`config.mk`:
```
export PLATFORM = sky130hd
export DESIGN_NAME = dutyq_pwm
export DESIGN_NICKNAME = d
export VERILOG_FILES = /design/src/rtl/dq_pkg.sv /design/src/rtl/dq_fifo.sv /design/src/rtl/dq_counter.sv /design/src/rtl/dq_shaper.sv /design/src/rtl/dutyq_pwm.sv
export SDC_FILE = /design/constraint.sdc
export NUM_CORES = 1
export LEC_CHECK = 0
export ABC_CLOCK_PERIOD_IN_PS = 5600
export BUFFER_PORTS_ARGS = -buffer_cell sky130_fd_sc_hd__buf_2
export CAP_MARGIN = 10
export CORE_MARGIN = 2
export CORE_UTILIZATION = 50
export CTS_CLUSTER_DIAMETER = 50
export CTS_CLUSTER_SIZE = 28
export DETAILED_ROUTE_END_ITERATION = 10
export HOLD_SLACK_MARGIN = 0.15
export PLACE_DENSITY = 0.79
export SLEW_MARGIN = 20
export SYNTH_ARGS = -nofsm -noshare
export SYNTH_HDL_FRONTEND = slang
export SYNTH_SLANG_ARGS = --single-unit
```
`constraint.sdc`:
```
create_clock -name clk -period 5.6 [get_ports clk]
set_input_delay 0.84 -clock clk [delete_from_list [all_inputs] [get_ports clk]]
set_output_delay 0.84 -clock clk [all_outputs]
set_load 0.02 [all_outputs]
```
`src/rtl/dq_pkg.sv`:
```
package dq_pkg;

    localparam int DQ_CNT_W = 16;
    localparam int DQ_DEPTH = 4;

    // per-edge queue events
    typedef struct packed {
        logic tick;
        logic pop;
        logic push;
        logic drop;
    } dq_evt_t;

    // true on the final count of a period; periods of 0 or 1 wrap every clock
    function automatic logic at_last(input logic [31:0] cnt, input logic [31:0] per);
        if (per <= 32'd1) return 1'b1;
        return cnt >= (per - 32'd1);
    endfunction

endpackage

```
`src/rtl/dq_fifo.sv`:
```
module dq_fifo
    import dq_pkg::*;
#(
    parameter int W     = DQ_CNT_W,
    parameter int DEPTH = DQ_DEPTH,
    localparam int FW   = $clog2(DEPTH + 1)
) (
    input  logic          clk,
    input  logic          rst,
    input  logic          push_req,
    input  logic [W-1:0]  push_data,
    input  logic          pop_req,
    output logic [W-1:0]  head,
    output logic          not_empty,
    output logic [FW-1:0] fill,
    output logic          ovf
);

    logic [W-1:0]  mem_q [DEPTH];
    logic [FW-1:0] fill_q;
    logic          ovf_q;
    logic          full;
    dq_evt_t       ev;
    logic [FW-1:0] wpos;

    assign full      = (32'(fill_q) == DEPTH);
    assign not_empty = (fill_q != '0);

    always_comb begin
        ev      = '0;
        ev.pop  = pop_req && not_empty;
        ev.push = push_req && (!full || ev.pop);
        ev.drop = push_req && !ev.push;
        wpos    = fill_q - FW'(ev.pop);
    end

    always_ff @(posedge clk) begin
        if (rst) begin
            fill_q <= '0;
            ovf_q  <= 1'b0;
        end else begin
            fill_q <= fill_q + FW'(ev.push) - FW'(ev.pop);
            if (ev.drop) ovf_q <= 1'b1;
        end
    end

    // shifting storage: entry 0 is always the oldest sample
    for (genvar i = 0; i < DEPTH; i++) begin : g_slot
        always_ff @(posedge clk) begin
            if (rst) begin
                mem_q[i] <= '0;
            end else begin
                if (ev.pop) begin
                    if (i + 1 < DEPTH) mem_q[i] <= mem_q[(i + 1) % DEPTH];
                end
                if (ev.push && 32'(wpos) == i) mem_q[i] <= push_data;
            end
        end
    end

    assign head = mem_q[0];
    assign fill = fill_q;
    assign ovf  = ovf_q;

    a_r5_fill_bound: assert property (@(posedge clk) disable iff (rst)
        32'(fill_q) <= DEPTH);

    a_r6_ovf_sticky: assert property (@(posedge clk) disable iff (rst)
        ovf_q |=> ovf_q);

    a_r6_drop_keeps_fill: assert property (@(posedge clk) disable iff (rst)
        (push_req && full && !pop_req) |=> (fill_q == $past(fill_q)) && ovf_q);

endmodule

```
`src/rtl/dq_counter.sv`:
```
module dq_counter
    import dq_pkg::*;
#(
    parameter int W = DQ_CNT_W
) (
    input  logic         clk,
    input  logic         rst,
    input  logic         en,
    input  logic [W-1:0] period,
    output logic [W-1:0] cnt,
    output logic         tick
);

    logic [W-1:0] cnt_q;

    assign tick = en && at_last(32'(cnt_q), 32'(period));

    always_ff @(posedge clk) begin
        if (rst)       cnt_q <= '0;
        else if (!en)  cnt_q <= '0;
        else if (tick) cnt_q <= '0;
        else           cnt_q <= cnt_q + 1'b1;
    end

    assign cnt = cnt_q;

    a_r1_wrap_to_zero: assert property (@(posedge clk) disable iff (rst)
        tick |=> (cnt_q == '0));

    a_r1_step: assert property (@(posedge clk) disable iff (rst)
        (en && !tick) |=> (cnt_q == $past(cnt_q) + 1'b1));

    a_r7_hold_idle: assert property (@(posedge clk) disable iff (rst)
        !en |=> (cnt_q == '0));

endmodule

```
`src/rtl/dq_shaper.sv`:
```
module dq_shaper
    import dq_pkg::*;
#(
    parameter int W = DQ_CNT_W
) (
    input  logic         clk,
    input  logic         rst,
    input  logic         en,
    input  logic         tick,
    input  logic         have_next,
    input  logic [W-1:0] next_sample,
    input  logic [W-1:0] cnt,
    output logic         pwm
);

    logic [W-1:0] act_q;

    // sample in use changes only at a period boundary
    always_ff @(posedge clk) begin
        if (rst)                    act_q <= '0;
        else if (tick && have_next) act_q <= next_sample;
    end

    assign pwm = en && (cnt < act_q);

    a_r3_take_head: assert property (@(posedge clk) disable iff (rst)
        (tick && have_next) |=> (act_q == $past(next_sample)));

    a_r4_no_midperiod_change: assert property (@(posedge clk) disable iff (rst)
        !tick |=> $stable(act_q));

    a_r2_zero_low: assert property (@(posedge clk) disable iff (rst)
        (act_q == '0) |-> !pwm);

    a_r7_idle_low: assert property (@(posedge clk) disable iff (rst)
        !en |-> !pwm);

endmodule

```
`src/rtl/dutyq_pwm.sv`:
```
module dutyq_pwm
    import dq_pkg::*;
#(
    parameter int W     = DQ_CNT_W,
    parameter int DEPTH = DQ_DEPTH,
    localparam int FW   = $clog2(DEPTH + 1)
) (
    input  logic          clk,
    input  logic          rst,
    input  logic          en_i,
    input  logic [W-1:0]  period_i,
    input  logic          wr_i,
    input  logic [W-1:0]  wr_data_i,
    input  logic [1:0]    wmark_i,
    output logic [W-1:0]  count_o,
    output logic [FW-1:0] fill_o,
    output logic          ovf_o,
    output logic          low_o,
    output logic          pwm_o
);

    logic         tick;
    logic         have_next;
    logic [W-1:0] head;

    dq_counter #(.W(W)) u_cnt (
        .clk    (clk),
        .rst    (rst),
        .en     (en_i),
        .period (period_i),
        .cnt    (count_o),
        .tick   (tick)
    );

    dq_fifo #(.W(W), .DEPTH(DEPTH)) u_fifo (
        .clk       (clk),
        .rst       (rst),
        .push_req  (wr_i),
        .push_data (wr_data_i),
        .pop_req   (tick),
        .head      (head),
        .not_empty (have_next),
        .fill      (fill_o),
        .ovf       (ovf_o)
    );

    dq_shaper #(.W(W)) u_shape (
        .clk         (clk),
        .rst         (rst),
        .en          (en_i),
        .tick        (tick),
        .have_next   (have_next),
        .next_sample (head),
        .cnt         (count_o),
        .pwm         (pwm_o)
    );

    assign low_o = (32'(fill_o) <= 32'(wmark_i));

    a_r8_low_flag: assert property (@(posedge clk) disable iff (rst)
        (fill_o == '0) |-> low_o);

endmodule

```
==> reports/metrics.csv, run 1 <==
metric,value,unit
Die Wd,109,µm
Max Slew Vio Count,0,
fin cells,734,
setup ws final,544,ps
WS Path Type,in2reg,
Critical Path AT,5170,ps
Synth cell types,49,
"area leader, netlist",edfxtp_1,
Synth Instances,529,
Layout Skew,9.18,ps
max-cap viol count,0,
Sw Pwr,0.409,mW
leading cell type by number of instances after synthesis,nand2_1,
CTS Buf Count,9,
synth cell count leaders,"nand2_1 (70), edfxtp_1 (64), mux2i_1 (64)",
dpl ws,226,ps
Slew HR,0.588,
filler instances,898,
# nets final,668,
die area,0.0119,mm²
# DRC,0,
synthesized area per cell,10.4,µm²
placed cell count,718,
Seq cells post-synth,100,
clock share of power,0.329,
Synth Flop Type,edfxtp_1,
Routed WL per cell,13.5,µm
I/O pin count,60,
area of the multi-input gates,0.00259,mm²
endpoints failing hold,0,
RSZ-0062 raised after global routing,false,
hpwl dp,7780,µm
post-CTS sizing,0,
initial core utilization,0.512,
Overall Global Routing Usage,0.178,
Setup Viol. Count Final,0,
vias in the first global route,3706,
H-tree level count,3,
Hold Path Class,reg2reg,
"EDFF count, synth",64,
fin util,0.574,
sequential share of the synthesized area,0.479,
GPL Wtd Cong,0.906,
CTS Hold Buffers Added,0,
vias,3791,
total global routing overflow,0,
IO buf count,59,
Internal Pwr Total,1.19,mW
clk sink count,100,
fmax,0.198,GHz
Flop pwr share,0.540,
layout cells sized above 1,0.167,
Power Total,1.59,mW
Setup crit end kind,flop,
Worst Tran Pin Value,615,ps
Net Sw Frac,0.256,
maximum VDD drop,188,µV
Crit Path Max Fanout,16,
# diodes,0,
status,"complete, no violations",
Syn. warnings,0,
num rows,38,
P&R area growth vs syn,12.1,%
root buf cell,clkbuf_8,
antenna violations before repair,0,
leakage,2.84,nW
Synth top area share,0.348,
Die Ht,109,µm
DR iter-0 viols,161,
worst path required time,5710,ps
Max clock buf depth,2,
PwrDens,258,mW/mm²
Vias/cell,5.16,
setup repair bufs after CTS,0,
CTS tree,built,
Final period util,0.903,
combinational power share,0.130,
top post-synthesis cells by area,"edfxtp_1 (35%), dfxtp_1 (13%), mux2i_1 (12%)",
FF/Latch Area,0.00264,mm²
later-pin clock latency in the skew report,360,ps
fraction of registers with async set/reset,0,
Setup TNS,0,ps
TritonRoute pass-1 iters,4,
syn nets,608,
"Min Clock Period, post-route",5060,ps
Worst setup SP type,primary input,
mapped cell area,0.00552,mm²
antenna-violating nets left,0,
largest net degree at the start of global routing,26,
Core Box Area,0.0108,mm²
"Reg clk slew, reported paths",100,ps
WL final,9910,µm
first-pass GRT wire length,16600,µm
cell usage in the layout, fill, tap and decap left out, drive strengths merged, types with 3 or more instances in the layout:
master  count
nor2       52
nand3       6
nand3b      3
clkbuf      9
xor2       16
mux2i      64
nor3        8
a21oi      11
edfxtp     64
and3        6
dfxtp      36
and2       17
nand4       5
nor4        3
ha         40
buf        67
or3         4
or4         3
inv        56
nand2      70
o21ai       9
a31oi       3
a21o        3
nor2b       3
a21boi      3
xnor2      14
per-layer routing:
metal	part of all wire	vias up	global-route usage
met1	0.44	1758	0.208
met4	0.021	0	0.0623
li1	-	1929	-
met5	0	-	0
met3	0.047	18	0.0389
met2	0.49	86	0.321
final cells by class:
type / count / share of cell area
Clock buffer: 9 / 0.0200
Inverter: 51 / 0.0309
Timing Repair Buffer: 67 / 0.0574
Multi-Input combinational cell: 360 / 0.419
Sequential cell: 100 / 0.427
Clock inverter: 7 / 0.0180
Tap cell: 140 / 0.0283
stage by stage:
step                      hold WS (ps)  cell area, µm²
final                              456            6190
after global placement             435            5960
after detailed placement           443            5960
after CTS                          460            6190
after global routing               483            6190
after floorplan                    453            5530
critical path, cell delays in order:
cell	delay, ps
buf_2	120
or4_4	570
nor3_1	260
nand3b_1	130
xor2_1	170
ha_1	290
and4_1	230
o311a_1	130
o31ai_1	300
o311ai_2	190
a31oi_2	230
inv_1	70
ha_1	230
ha_1	200
xor2_1	150
nor2_1	180
nand2_1	110
or3_1	350
buf_4	240
mux2i_1	150
kinds of logic after synthesis:
kind of cell             count (synthesis)  share of synthesized area
adder cells (fa/ha/maj)                 41                     0.0943
buffers and inverters                   69                     0.0542
flip-flops                             100                      0.479
multiplexers                            64                      0.116
AND/OR/NAND/NOR                        186                      0.161
XOR/XNOR                                30                     0.0476
AO/OA/AOI/OAI                           39                     0.0485
worst paths after layout:
kind	start	end	slack, ps	cells past startpoint
max	period_i[4]	u_fifo.mem_q[1][10]	540	20
min	u_fifo.ovf	u_fifo.ovf	460	2
max reg2reg	u_cnt.cnt[6]	u_fifo.mem_q[1][10]	1660	15
min reg2reg	u_fifo.ovf	u_fifo.ovf	460	2
power by group through the flow:
stage                     combinational (mW)  sequential [mW]  clock [mW]
final                                  0.208            0.861       0.525
after floorplan                        0.149            0.878           0
after detailed placement               0.207            0.878           0
after CTS                              0.208            0.861       0.535
after global placement                 0.197            0.875           0
after global routing                   0.231            0.867       0.555
registers in the layout (all words and copies together) (netlist names):
register and cells:
u_shape.act_q 16, u_fifo.ovf 1, u_fifo.fill 3, u_cnt.cnt 16, u_fifo.mem_q 64
Note: power is estimated with default switching activity, not from simulation.
==> inputs of run 2 (changes only) <==
ABC_CLOCK_PERIOD_IN_PS = 6500   (was 5600)
BUFFER_PORTS_ARGS = -buffer_cell sky130_fd_sc_hd__clkbuf_2   (was -buffer_cell sky130_fd_sc_hd__buf_2)
PLACE_DENSITY = 0.69   (was 0.79)
clock period = 6.5 ns   (was 5.6 ns; I/O delays follow)
==> run 2 against run 1 <==
Hold slack improved by 13 ps; clock-buffer cell count did not move; wire length fell by 4.5%; total power fell by 19%; via count fell by 1.5%; sequential power fell by 14%; non-clock buffer count fell by 3; design area fell by 1.2%; clock skew rose by 10 ps; setup slack improved by 430 ps; highest routed layer unchanged.
==> reports/metrics.csv, run 2 (synthesized netlist as in run 1, its figures left out) <==
metric,value,unit
Hold Path Class,reg2reg,
H-tree level count,3,
fin util,0.567,
WS Path Type,in2reg,
CTS Hold Buffers Added,0,
largest net degree at the start of global routing,49,
leakage,2.79,nW
die area,0.0119,mm²
# nets final,665,
fmax,0.181,GHz
Hold Slack,469,ps
"Min Clock Period, post-route",5530,ps
Top reg by flops,u_fifo.mem_q,
PwrDens,212,mW/mm²
WL final,9460,µm
Setup TNS,0,ps
root buf cell,clkbuf_8,
initial core utilization,0.512,
# diodes,0,
GPL Wtd Cong,0.807,
TritonRoute pass-1 iters,4,
Hold Path Depth,2,
first-pass GRT wire length,15900,µm
num rows,38,
post-CTS sizing,0,
DR iter-0 viols,199,
Vias/cell,5.11,
RSZ-0062 raised after global routing,false,
status,"complete, no violations",
most frequent cells in the layout,"nand2_1 (70), mux2i_1 (64), edfxtp_1 (64), clkbuf_2 (59), inv_1 (51)",
Core Box Area,0.0108,mm²
endpoints failing hold,0,
Critical path origin,period_i[4],
hpwl dp,7360,µm
Critical Path AT,5530,ps
layout cells sized above 1,0.159,
P&R area growth vs syn,10.8,%
total global routing overflow,0,
CTS Buf Count,9,
Setup crit end kind,flop,
vias in the first global route,3594,
Reg2Reg Depth,14,
antenna violations before repair,0,
"Reg clk slew, reported paths",100,ps
Setup Viol. Count Final,0,
CTS tree,built,
Final period util,0.850,
clk sink count,100,
# DRC,0,
Crit Path Max Fanout,16,
vias,3735,
Routed WL per cell,12.9,µm
maximum VDD drop,102,µV
Worst setup SP type,primary input,
I/O pin count,60,
Slew HR,0.391,
worst path required time,6500,ps
later-pin clock latency in the skew report,370,ps
Max clock buf depth,2,
IO buf count,59,
Max Slew Vio Count,0,
Die Wd,109,µm
Hold Startpoint,u_fifo.ovf,
Die Ht,109,µm
antenna-violating nets left,0,
Overall Global Routing Usage,0.170,
setup repair bufs after CTS,0,
worst r2r src,u_cnt.cnt[6],
"commonest non-fill, non-tap cell in the layout",nand2_1,
Layout Skew,19.3,ps
max reg flops,64,
max-cap viol count,0,
Worst Tran Pin Value,914,ps
run 2: cell types whose count changed in the layout (fill, tap and decap cells not counted):
cell,previous run,this run
bufinv_16,2,0
buf_2,59,0
clkbuf_2,0,59
nand2_1,68,70
clkinv_4,0,2
clkinvlp_2,0,1
nand2_2,2,0
buf_4,8,5
inv_6,2,1
run 2: where the power goes:
group	switching, mW	internal [mW]	total, mW
Sequential	0.0178	0.723	0.741
Combinational	0.104	0.0701	0.174
Clock	0.231	0.149	0.380
run 2: worst max-delay path: stages:
cell and delay (ps):
clkbuf_2 110, or4_4 570, nor2_4 190, nand2_1 130
or3_1 340, xor2_1 150, ha_1 260, and4_1 230
nand4_1 110, a21o_1 170, o311ai_2 430, a31oi_2 190
inv_1 90, ha_1 220, ha_1 180, xor2_1 80
nor2_1 170, nand2_1 110, or3_1 340, nand2_1 490
run 2: path summary, 6_finish.rpt:
path / end / slack (ps)
worst max-delay path: u_fifo.mem_q[1][13] / 970
worst max register to register: u_fifo.mem_q[1][13] / 2370
worst min-delay path: u_fifo.ovf / 470
worst min register to register: u_fifo.ovf / 470
run 2: routing by layer:
layer  part of all wire  track usage  vias up
met1               0.47        0.214     1711
met5                  0            0        -
met2               0.47        0.292       79
met4              0.017       0.0687        0
li1                   -            -     1929
met3              0.041       0.0263       16
run 2: layout make-up:
class,instances,area [µm²]
Sequential cell,100,2640
Clock buffer,9,124
Timing Repair Buffer,64,333
Tap cell,140,175
Fill cell,927,4680
Inverter,51,191
Multi-Input combinational cell,360,2590
Clock inverter,7,65.1
run 2: per-stage QoR:
step	total power [mW]	instances	setup WS, ps	instance area, µm²
final	1.29	731	974	6120
after floorplan	0.884	529	359	5520
after detailed placement	0.931	715	641	5930
after CTS	1.30	731	1010	6120
after global placement	0.925	715	739	5930
after global routing	1.35	731	676	6120
